[config.mk]
export PLATFORM = sky130hd
export DESIGN_NAME = skew_err_mon
export DESIGN_NICKNAME = d
export VERILOG_FILES = /design/src/rtl/skew_pkg.sv /design/src/rtl/sync_edge.sv /design/src/rtl/activity_watch.sv /design/src/rtl/skew_window.sv /design/src/rtl/err_tally.sv /design/src/rtl/skew_err_mon.sv
export SDC_FILE = /design/constraint.sdc
export NUM_CORES = 1
export LEC_CHECK = 0
export ABC_CLOCK_PERIOD_IN_PS = 4700
export BUFFER_PORTS_ARGS = -buffer_cell sky130_fd_sc_hd__buf_2
export CAP_MARGIN = 15
export CORE_MARGIN = 1.5
export CORE_UTILIZATION = 30
export CTS_CLUSTER_DIAMETER = 150
export CTS_CLUSTER_SIZE = 40
export DETAILED_ROUTE_END_ITERATION = 7
export SLEW_MARGIN = 25
export SYNTH_ARGS = -nofsm -noshare
export SYNTH_HDL_FRONTEND = slang
export SYNTH_SLANG_ARGS = --single-unit
[constraint.sdc]
create_clock -name clk -period 4.7 [get_ports clk]
set_input_delay 0.94 -clock clk [delete_from_list [all_inputs] [get_ports clk]]
set_output_delay 0.94 -clock clk [all_outputs]
set_load 0.1 [all_outputs]
[src/rtl/skew_pkg.sv]
package skew_pkg;
   typedef struct packed {
      logic rise;
      logic fall;
   } edge_t;

   localparam int MIN_SYNC_STAGES = 2;
endpackage

[src/rtl/sync_edge.sv]
module sync_edge
   import skew_pkg::*;
#(
   parameter int STAGES = 2
) (
   input  logic  clk,
   input  logic  rst_n,
   input  logic  din,
   output edge_t edges
);
   if (STAGES < MIN_SYNC_STAGES) begin : g_bad_stages
      $error("sync_edge: STAGES must be at least %0d", MIN_SYNC_STAGES);
   end

   logic [STAGES-1:0] chain;
   logic              last;

   for (genvar i = 0; i < STAGES; i++) begin : g_stage
      if (i == 0) begin : g_first
         always_ff @(posedge clk or negedge rst_n) begin
            if (!rst_n) chain[0] <= 1'b0;
            else        chain[0] <= din;
         end
      end else begin : g_next
         always_ff @(posedge clk or negedge rst_n) begin
            if (!rst_n) chain[i] <= 1'b0;
            else        chain[i] <= chain[i-1];
         end
      end
   end

   always_ff @(posedge clk or negedge rst_n) begin
      if (!rst_n) last <= 1'b0;
      else        last <= chain[STAGES-1];
   end

   always_comb begin
      edges.rise = chain[STAGES-1] & ~last;
      edges.fall = ~chain[STAGES-1] & last;
   end
endmodule

[src/rtl/activity_watch.sv]
module activity_watch #(
   parameter int IDLE_CYC = 256
) (
   input  logic clk,
   input  logic rst_n,
   input  logic evt,
   output logic idle
);
   if (IDLE_CYC < 1) begin : g_bad_idle
      $error("activity_watch: IDLE_CYC must be positive");
   end

   localparam int IW = $clog2(IDLE_CYC + 1);
   localparam logic [IW-1:0] LIMIT = IW'(IDLE_CYC);

   logic [IW-1:0] quiet;

   always_ff @(posedge clk or negedge rst_n) begin
      if (!rst_n)              quiet <= LIMIT;
      else if (evt)            quiet <= '0;
      else if (quiet != LIMIT) quiet <= quiet + 1'b1;
   end

   assign idle = (quiet == LIMIT);
endmodule

[src/rtl/skew_window.sv]
module skew_window #(
   parameter int WIN_W = 3
) (
   input  logic             clk,
   input  logic             rst_n,
   input  logic             clr,
   input  logic             trig,
   input  logic             partner,
   input  logic [WIN_W-1:0] len,
   output logic             expire
);
   if (WIN_W < 1) begin : g_bad_w
      $error("skew_window: WIN_W must be positive");
   end

   logic [WIN_W-1:0] remain;
   logic             open;

   assign open = (remain != '0);

   always_ff @(posedge clk or negedge rst_n) begin
      if (!rst_n)       remain <= '0;
      else if (clr)     remain <= '0;
      else if (trig)    remain <= partner ? '0 : len;
      else if (open)    remain <= partner ? '0 : remain - 1'b1;
   end

   assign expire = !clr && !trig && !partner && (remain == WIN_W'(1));
endmodule

[src/rtl/err_tally.sv]
module err_tally #(
   parameter int CNT_W = 8,
   parameter int HITS  = 2
) (
   input  logic             clk,
   input  logic             rst_n,
   input  logic [HITS-1:0]  hit,
   output logic [CNT_W-1:0] count,
   output logic             pulse
);
   if (CNT_W < 1) begin : g_bad_cnt
      $error("err_tally: CNT_W must be positive");
   end

   localparam int SW = CNT_W + $clog2(HITS + 1);
   localparam logic [SW-1:0] CAP = SW'((2 ** CNT_W) - 1);

   logic [SW-1:0] add;
   logic [SW-1:0] sum;

   always_comb begin
      add = '0;
      for (int i = 0; i < HITS; i++) add = add + SW'(hit[i]);
      sum = SW'(count) + add;
   end

   always_ff @(posedge clk or negedge rst_n) begin
      if (!rst_n) begin
         count <= '0;
         pulse <= 1'b0;
      end else begin
         count <= (sum > CAP) ? CAP[CNT_W-1:0] : sum[CNT_W-1:0];
         pulse <= |hit;
      end
   end
endmodule

[src/rtl/skew_err_mon.sv]
module skew_err_mon
   import skew_pkg::*;
#(
   parameter int WIN_W    = 3,
   parameter int CNT_W    = 8,
   parameter int SYNC_N   = 2,
   parameter int IDLE_CYC = 256
) (
   input  logic             clk,
   input  logic             rst_n,
   input  logic             en,
   input  logic             cnt_clk_in,
   input  logic             chk_clk_in,
   input  logic [WIN_W-1:0] win_a,
   input  logic [WIN_W-1:0] win_b,
   output logic [CNT_W-1:0] err_count,
   output logic             err_pulse
);
   localparam int RULES = 2;

   edge_t            cnt_e;
   edge_t            chk_e;
   logic             chk_idle;
   logic             hold;
   logic [RULES-1:0] exp_v;

   sync_edge #(.STAGES(SYNC_N)) u_sync_cnt (
      .clk(clk), .rst_n(rst_n), .din(cnt_clk_in), .edges(cnt_e));

   sync_edge #(.STAGES(SYNC_N)) u_sync_chk (
      .clk(clk), .rst_n(rst_n), .din(chk_clk_in), .edges(chk_e));

   activity_watch #(.IDLE_CYC(IDLE_CYC)) u_act (
      .clk(clk), .rst_n(rst_n), .evt(chk_e.rise | chk_e.fall), .idle(chk_idle));

   assign hold = !en || chk_idle;

   // Rule A: counter rise answered by check fall.
   skew_window #(.WIN_W(WIN_W)) u_win_a (
      .clk(clk), .rst_n(rst_n), .clr(hold),
      .trig(cnt_e.rise), .partner(chk_e.fall), .len(win_a), .expire(exp_v[0]));

   // Rule B: check fall answered by counter rise.
   skew_window #(.WIN_W(WIN_W)) u_win_b (
      .clk(clk), .rst_n(rst_n), .clr(hold),
      .trig(chk_e.fall), .partner(cnt_e.rise), .len(win_b), .expire(exp_v[1]));

   err_tally #(.CNT_W(CNT_W), .HITS(RULES)) u_tally (
      .clk(clk), .rst_n(rst_n), .hit(exp_v), .count(err_count), .pulse(err_pulse));
endmodule

==> results.md, run 1 <==
- The post-CTS setup buffer count is 0.
- The switching fraction of total power is approximately two fifths.
- In the synthesized netlist the dominant register cell turns out to be dfrtp_1.
- Averaged over all synthesized cells, the footprint is 10.46 µm².
- The final route contains 1,115 vias.
- The overall global routing resource usage is 11.22%.
- The wire length of the first global-routing pass is between 4000 and 5000 µm.
- For this run, design rule violations remaining after detail routing come to 0.
- The sum of negative setup slack is 0 ps.
- The initial utilization of the core area, before any placement, comes to 31.11%.
- Setup violations remaining at the end of the flow were counted as 0.
- By area the synthesized netlist is led by dfrtp_1 (46%), ha_1 (10%), nand2_1 (3.8%).
- Input and output buffers added on the ports amount to 19.
- The net count after synthesis is between 150 and 200.
- The number of antenna diodes is 0.
- The total of max-cap violations is 0.
- The run finished with clean final reports.
- Setup repair after global routing left no endpoint under its margin.
- The minimum period implied by the final worst setup slack is just over 3000 ps.
- Counting the fill cells in the layout gives 534.
- TritonCTS built the clock tree.
- Derived from the worst setup path, the maximum achievable clock frequency is 320.5 MHz.
- The signal on the critical path passes through inv_1 -> ha_1 -> nor4b_2 -> nand2_2 -> nand2_2 -> nand4bb_1 -> ha_1 -> ha_1 -> fa_1 -> and3_2 -> nand2_1 -> or2_2 -> or2b_1.
- The floorplan die area is 0.005708 mm².
- The most frequent cell on the critical path is ha_1.
- The setup check on the worst reg-to-reg path leaves a slack of 1580 ps.
- After synthesis, flip-flops and latches occupy 47.62% of the total area.
- The layout overhead on the synthesized area is 17.99%.
- The number of clock buffers added by TritonCTS is 5.
- The areal power density over the cells is about 450 mW/mm².
- In this run the horizontal extent of the chip is 75.55 µm.
- Per report_power, the combinational group accounts for 33.2% of the total.
- The max-slew headroom at the worst pin is roughly 56%.
- The end-of-flow core utilization is between 30% and 40%.
- Sequential cells burn 38.2% of the power.
- The internal power component is 0.5209 mW.
- The post-layout instance count excluding filler cells is 246.
- The maximum VDD drop is approximately 0.26 mV.
- After technology mapping, the gate count stands at 151.
- Summed over all layers, the global routing overflow is 0.
- STA classifies the critical path endpoint as a register.
- The total routed wirelength is 2698 µm.
- CTS saw 30 sinks.
- Once detail routing completed, the nets flagged for antenna violations numbered 0.
- Dividing the detail-routed wire length by the instance count gives 10.97 µm.
- Counting flops with a built-in enable in the synthesized netlist gives 0.
- The count of hold-fix buffers inserted at cts is 0.
- In the synthesized netlist the async set-or-reset flop fraction comes to 100.0%.
- Entering global routing, the biggest net connects 31 pins.
- The core footprint is 0.005075 mm².
- The transition at the pin with the smallest max-transition slack is 661.0 ps.
- The initial antenna violation count is 0.
- The initial detailed-routing violation count is 42.
- The worst path required time is slightly below 5000 ps.
- 20 I/O pins were placed.
- Counting along the longest clock path gives a buffer depth of 2.
- The number of endpoints with negative hold slack in the final report was 0.
- The post-route clock skew is approximately 3.8 ps.
- The critical path class is register to register.
- The buffer type at the clock tree root is clkbuf_8.
- In this run the cell area of the synthesized design comes to 0.001579 mm².
- Measured along the y axis, the die boundary spans 75.55 µm.
- The fraction of layout cells with a size suffix above 1 is 19.89%.
- The congestion estimate from routability-driven global placement came to 0.8537.
- The number of global-route vias before repair was 1,128.
- The cell type contributing the most total cell area after synthesis is dfrtp_1.
- The final net count is 200.
- The number of different library cells used by synthesis comes to 36.
- The highest-delay cell along the critical path is dfrtp_1.
- In this run, synthesis produced a sequential element count of 30.
- The max-slew violation count is 0.
- Summed over all nets, the half-perimeter wirelength after detailed placement is ~1900 µm.
- The number of gates resized after CTS was 0.
- The net switching power of the design is ~0.32 mW.
- The category of the worst setup path launch point is a register.
- The placed cell count is around 240.
- During synthesis, Yosys emitted a total of 0 warnings.
- At the worst endpoint, the arrival time is 3290 ps.
- The total number of H-tree levels is 2.
- The top cell type's share of synthesized area is 45.96%.
- For this design the static power due to leakage is around 0.9 nW.
- The delay contributed by the slowest stage of the critical path is 410 ps.
- The clock share of power is 28.6%.
- For the worst-skew pair, the clock arrives at the later sink with an insertion delay of approximately 280 ps.
- The maximum fanout along the worst path is 10.
- The number of vias per cell is 4.533.
- The row count is 26.
- After clock tree synthesis, the clock-pin slew on the worst setup and hold paths is about 60 ps.
- The fraction of the cycle the final worst path needs is 66.38%.
- The classification of the worst-slack hold path is register to register.
- The length of the first detailed-routing pass in iterations is 4.
-- synth_stat cells, drive strengths merged (3+ instances only) --
master / instances
dfrtp: 29
or3: 6
a21boi: 3
and2: 5
nor3: 4
inv: 10
xor2: 4
nor2: 5
a21oi: 6
xnor2: 4
nor2b: 3
a21o: 5
nand3: 10
ha: 13
nand2: 18
-- cells in the final DEF, fill, tap and decap left out, drive strengths merged --
cell and count:
dfrtp 29, buf 19, nand2 18, ha 13, inv 10, nand3 10, clkbuf 8, or3 6
a21oi 6, nor2 5, a21o 5, and2 5, xor2 4, xnor2 4, nor3 4, nor2b 3
a21boi 3, nor4b 2, nor4bb 2, o21a 2, nand2b 2, a2bb2oi 2, o21ai 2, nand4b 1
and4b 1, nand4bb 1, and3 1, a31oi 1, or2 1, nand4 1, or2b 1, mux2 1
and3b 1, fa 1, dfstp 1
-- routing by layer --
layer  global-route usage (%)  routed length [µm]  vias up
li1                         -                   -      566
met1                    13.36                1231      524
met5                        0                   0        -
met4                    5.556                  68        0
met3                    3.836                 124        6
met2                    18.13                1274       19
-- stage by stage --
stage / cell area, µm² / worst slack (ps) / power, mW / hold WS, ps
6_report: 1863 / 1580 / 0.8434 / 350.6
5_1_grt: 1863 / 1393 / 0.8980 / 367.8
4_1_cts: 1863 / 1549 / 0.8575 / 355.9
3_5_place_dp: 1753 / 1567 / 0.6105 / 341.1
3_3_place_gp: 1753 / 1612 / 0.6114 / 332.8
2_1_floorplan: 1579 / 1808 / 0.5534 / 331.2
-- state kept, by name (all words and copies together), names as in the netlist --
name / flops
u_sync_cnt.chain: 2
u_tally.pulse: 1
u_sync_chk.chain: 2
u_win_a.remain: 3
u_act.quiet: 9
u_tally.count: 8
u_sync_cnt.last: 1
u_sync_chk.last: 1
u_win_b.remain: 3
-- kinds of logic (layout without fill, tap and decap cells) --
family / Yosys count / after routing / synth area share [%]
flip-flops: 30 / 30 / 47.62
adder cells (fa/ha/maj): 14 / 14 / 11.57
buffers and inverters: 12 / 37 / 2.932
AO/OA/AOI/OAI: 21 / 21 / 8.796
multiplexers: 1 / 1 / 0.7131
AND/OR/NAND/NOR: 65 / 65 / 23.93
XOR/XNOR: 8 / 8 / 4.437
-- final timing paths --
| kind | from | to | cells after the start |
|---|---|---|---|
| setup / recovery | u_act.quiet[0]$_DFFE_PN0P_ | u_tally.count[0]$_DFF_PN0_ | 13 |
| hold / removal | u_sync_chk.chain[0]$_DFF_PN0_ | u_sync_chk.chain[1]$_DFF_PN0_ | 0 |
| setup reg to reg | u_act.quiet[0]$_DFFE_PN0P_ | u_tally.count[0]$_DFF_PN0_ | 13 |
| hold reg to reg | u_sync_chk.chain[0]$_DFF_PN0_ | u_sync_chk.chain[1]$_DFF_PN0_ | 0 |
| max in group asynchronous | rst_n | u_tally.count[5]$_DFF_PN0_ | 1 |
| min in group asynchronous | rst_n | u_sync_cnt.chain[1]$_DFF_PN0_ | 1 |
-- layout make-up --
class	instances	area, µm²	share of cell area [%]
multi-input combinational	109	780.7	41.91
sequential	30	752.0	40.36
clock buffer	8	110.1	5.910
timing repair buffer	19	95.09	5.104
tap	70	87.58	4.701
inverter	10	37.54	2.015
-- power groups by stage --
stage	clock, mW	combinational, mW	sequential, mW
2_1_floorplan	0	0.111	0.443
3_3_place_gp	0	0.283	0.328
3_5_place_dp	0	0.283	0.327
4_1_cts	0.251	0.284	0.323
5_1_grt	0.259	0.310	0.329
6_report	0.241	0.280	0.322
-- critical path: cells and delay by family (launching register included) --
kind / cells / cell delay (ps)
fa+ha+maj: 4 / 1010
simple gates: 8 / 1460
flops: 1 / 410
buf+inv: 1 / 110
(Power assumes the default switching activity.)
==> inputs of run 2 (changes only) <==
Settings changed: ABC_AREA set to 1, ABC_CLOCK_PERIOD_IN_PS 4700 to 3090.
Clock period 4.7 ns to 3.09 ns, I/O delays scaled along.
==> run 2 against run 1 <==
Net effect: via count grew 22%; largest power group is now combinational logic; total power grew 71%; sequential share of layout area shrank 2.5 points; utilization shrank 0.63 points; clock-buffer cell count shrank 3; critical path depth grew 2; maximum frequency grew 13%; worst hold slack lost 12 ps; synthesized area grew 7.9%.
==> results.md, run 2 <==
- The post-CTS setup buffer count is 0 (unchanged).
- The post-layout instance area is 0.001987 mm² (+6.6%).
- The number of vias per cell is 4.443 (-2.0%).
- The sum of negative setup slack is 0 ps (unchanged).
- The top cell type's share of synthesized area is 42.58% (-3.4 points).
- The row count came to 27 (+3.8%).
- The clock input transition at the sequential cells of the worst setup and hold paths is 70 ps (about the same).
- The total of max-cap violations is 0 (unchanged).
- The share of synthesized area spent on multiplexers is 0% (-0.71 points).
- The routed length on met1 came to 1548 µm (+26%).
- The worst path required time is 3240 ps (-1630 ps).
- The min-delay analysis places its worst path in the category register to register.
- The clock share of power is 26.6% (-2.0 points).
- The area of placed instances came to 0.001878 mm² (+7.1%).
- The DRC violation count after routing was 0 (unchanged).
- The count of hold-fix buffers inserted at cts came to 0 (unchanged).
- The internal power component is 0.8195 mW (+57%).
- The placer's final routability congestion estimate came to 0.8198 (-4.0%).
- The die width is 78.37 µm (+3.7%).
- The number of antenna diodes is 0 (unchanged).
- The arithmetic-cell share of the synthesized area counting full adders, half adders and majority gates is 10.72% (-0.85 points).
- The parity-gate share of the synthesized area counting xor and xnor cells is 1.542% (-2.9 points).
- The HPWL reported at the end of detailed placement is 2395 µm (+25%).
- The total number of H-tree levels is 2 (unchanged).
- The top cell types in the final layout, fill and taps aside, are nand2_1 (55), inv_1 (29), dfrtp_1 (29).
- After synthesis, the cell types taking the most area are dfrtp_1 (43%), nand2_1 (12%), ha_1 (9.5%).
- The cell type contributing the most total cell area after synthesis is dfrtp_1.
- The pre-CTS setup slack came to 340.3 ps (-1226 ps).
- The buffer type at the clock tree root is clkbuf_8.
- The areal power density over the cells was 727.7 mW/mm² (+61%).
- The worst endpoint data arrival time is 2910 ps (-380 ps).
- The cell count after synthesis is 209 (+38%).
- The number of global-route vias before repair was 1,281 (+14%).
- The maximum VDD drop is 0.2997 mV (+14%).
- The leading register cell type out of synthesis is dfrtp_1.
- The post-synthesis async set-or-reset flop share is 100.0% (unchanged).
- The area used by sequential logic in the layout is 752.0 µm² (unchanged).
- The switching fraction of total power is 43.32% (+5.1 points).
- The CTS tree is yes.
- The total global routing overflow is 0 (unchanged).
- The final total power was 1.446 mW (+71%).
- The portion of the post-synthesis area used by sequential elements came to 44.13% (-3.5 points).
- The core footprint is 0.005507 mm² (+8.5%).
- The total routed wirelength was 3180 µm (+18%).
- The net switching power of the design is 0.6264 mW (+94%).
- The fraction of layout cells with a size suffix above 1 is 17.87% (-2.0 points).
- The transition at the pin with the smallest max-transition slack is 685.2 ps (+24.17 ps).
- The routed length on met2 is 1365 µm (+7.1%).
- The number of vias in the routed layout came to 1,364 (+22%).
- The total met3 wirelength after detailed routing came to 193 µm (+56%).
- The floorplan die area was 0.006142 mm² (+7.6%).
- The count of cells resized by post-cts repair was 0 (unchanged).
- The height of the die is 78.37 µm (+3.7%).
- The number of endpoints with negative hold slack in the final report is 0 (unchanged).
- The initial antenna violation count is 0 (unchanged).
- After detailed routing, no signal wire sits above met4.
- The port buffer count is 19 (unchanged).
- STA classifies the critical path endpoint as a register.
- The post-route clock skew came to 7.422 ps (+3.625 ps).
- The number of buffers and inverters on the critical path was 1 (unchanged).
- The combined area of the multi-input logic cells is 817.0 µm² (+4.6%).
- The layout overhead on the synthesized area is 16.59%.
- The final net count is 259 (+30%).
- The number of fill cells is 574 (+7.5%).
- The number of top-level pins is 20 (unchanged).
- The critical path is of the register to register type.
- The average instance area after synthesis is 8.154 µm² (-22%).
- The count of nets left with antenna violations after detail routing is 0 (unchanged).
- The insertion delay to the later sink of the worst-skew pair is 280 ps (about the same).
- The max-slew headroom at the worst pin came to 54.32% (-1.6 points).
- The flip-flop count of the largest register, all copies and words added is 9 (unchanged).
- The fraction of the cycle the final worst path needs is 89.34% (+23 points).
- The number of buffers created by CTS is 5 (unchanged).
- The overall global routing resource usage is 11.61% (+0.39 points).
- The number of synthesized flops with an enable pin is 0 (unchanged).
- The summed instance area of the synthesized netlist is 0.001704 mm² (+7.9%).
- The final number of setup-violating endpoints is 0 (unchanged).
- The fraction of power consumed by sequential logic was 35.2% (-3.0 points).
- The maximum fanout along the worst path was 7 (-3).
- After synthesis, the largest family of logic cells by area is simple AND/OR/NAND/NOR gates.
- The wire length of the first global-routing pass came to 5561 µm (+17%).
- In the synthesized netlist, the cells that appear most often are nand2_1 (55), dfrtp_1 (29), inv_1 (29).
- On the critical path the largest part of the delay comes from simple AND/OR/NAND/NOR gates.
- The end-of-flow core utilization is 36.08% (-0.63 points).
- The largest buffer count on any clock path is 2 (unchanged).
- The register ranked first by flip-flop count is u_act.quiet.
- The highest-delay cell along the critical path is dfrtp_1.
- Leaving out fill and tap cells, the most frequent cell in the layout is nand2_1.
- Traced cell by cell, the critical path runs through inv_1 -> ha_1 -> nand2_1 -> nor2_1 -> nand2_4 -> nand2_4 -> nor2_4 -> nand4_1 -> ha_1 -> ha_1 -> fa_1 -> nand2_1 -> nor2_1 -> nand4_1 -> o21ai_0.
- The minimum period implied by the final worst setup slack was 2761 ps (-359.2 ps).
- Setup repair after global routing left no endpoint under its margin.
- The net count after synthesis came to 234 (+33%).
- The per-cell routed wire length came to 10.36 µm (-5.6%).
- The post-synthesis simple-gate area fraction came to 28.12% (+4.2 points).
- The unique cell type count in the Yosys netlist came to 23 (-36%).
- The fmax is 362.2 MHz (+13%).
- The initial detailed-routing violation count came to 67 (+60%).
- The flow ran to the end, and the final reports show no timing, DRC or antenna violations.
- The leakage power figure was 1.067 nW (+18%).
- The most frequent cell on the critical path is ha_1.
- The largest registers in the layout are u_act.quiet (9), u_tally.count (8).
- The smallest setup slack after layout came to 329.4 ps (-1251 ps).
- The compound-cell area share of the yosys netlist is 7.562% (-1.2 points).
- The max-slew violation count is 0 (unchanged).
- The length of the first detailed-routing pass in iterations is 4 (unchanged).
- The category of the worst setup path launch point is a register.
- In the post-synthesis netlist, the cell with the most instances is nand2_1.
- The total of flip-flops plus latches after synthesis is 30 (unchanged).
- The number of warnings reported in the yosys synthesis log is 0 (unchanged).
- The starting utilization of the core area is 30.95% (-0.17 points).
- The delay contributed by the slowest stage of the critical path is 400 ps (about the same).
- The maximum number of pins on one net before global-route repair was 31 (unchanged).
- The number of clock sinks is 30 (unchanged).
- The combinational share of power was 38.3% (+5.1 points).
-- run 2: layer usage --
metal  track usage [%]  up-vias
met2             17.57       41
met3             3.721        6
met1             15.18      606
met5                 0        -
met4             5.000        0
li1                  -      711
-- run 2: cell families (layout without fill, tap and decap cells) --
kind of cell | count (synthesis) | after routing
XOR/XNOR | 3 | 3
AO/OA/AOI/OAI | 23 | 23
flip-flops | 30 | 30
AND/OR/NAND/NOR | 106 | 106
buffers and inverters | 33 | 59
adder cells (fa/ha/maj) | 14 | 14
-- run 2: layout make-up --
type	count	area share, %
clock buffers	5	3.463
clock inverters	3	2.015
inverters	31	5.856
multi-input cells	146	41.12
flip-flops and latches	30	37.85
well taps	72	4.534
repair buffers	20	5.164
-- run 2: worst paths after layout --
kind	startpoint	to	slack, ps	cells after the start
max in group asynchronous	rst_n	u_sync_cnt.chain[0]$_DFF_PN0_	2260	1
setup reg to reg	u_act.quiet[0]$_DFFE_PN0P_	u_tally.count[2]$_DFF_PN0_	330	15
setup / recovery	u_act.quiet[0]$_DFFE_PN0P_	u_tally.count[2]$_DFF_PN0_	330	15
hold / removal	u_sync_cnt.chain[0]$_DFF_PN0_	u_sync_cnt.chain[1]$_DFF_PN0_	340	0
hold reg to reg	u_sync_cnt.chain[0]$_DFF_PN0_	u_sync_cnt.chain[1]$_DFF_PN0_	340	0
min in group asynchronous	rst_n	u_tally.count[7]$_DFF_PN0_	380	1
-- run 2: power groups by stage --
stage          clock network [mW]  registers [mW]  logic [mW]
2_1_floorplan                   0           0.761       0.203
3_3_place_gp                    0           0.515       0.554
3_5_place_dp                    0           0.517       0.556
4_1_cts                     0.399           0.509       0.557
5_1_grt                     0.416           0.517       0.612
6_report                    0.384           0.508       0.553
-- run 2: per-stage QoR --
stage               hold WS [ps]  instances
global placement           331.7        299
CTS                        344.1        307
global route               361.3        307
floorplan                  322.4        209
detailed placement         336.2        299
finish                     339.0        307
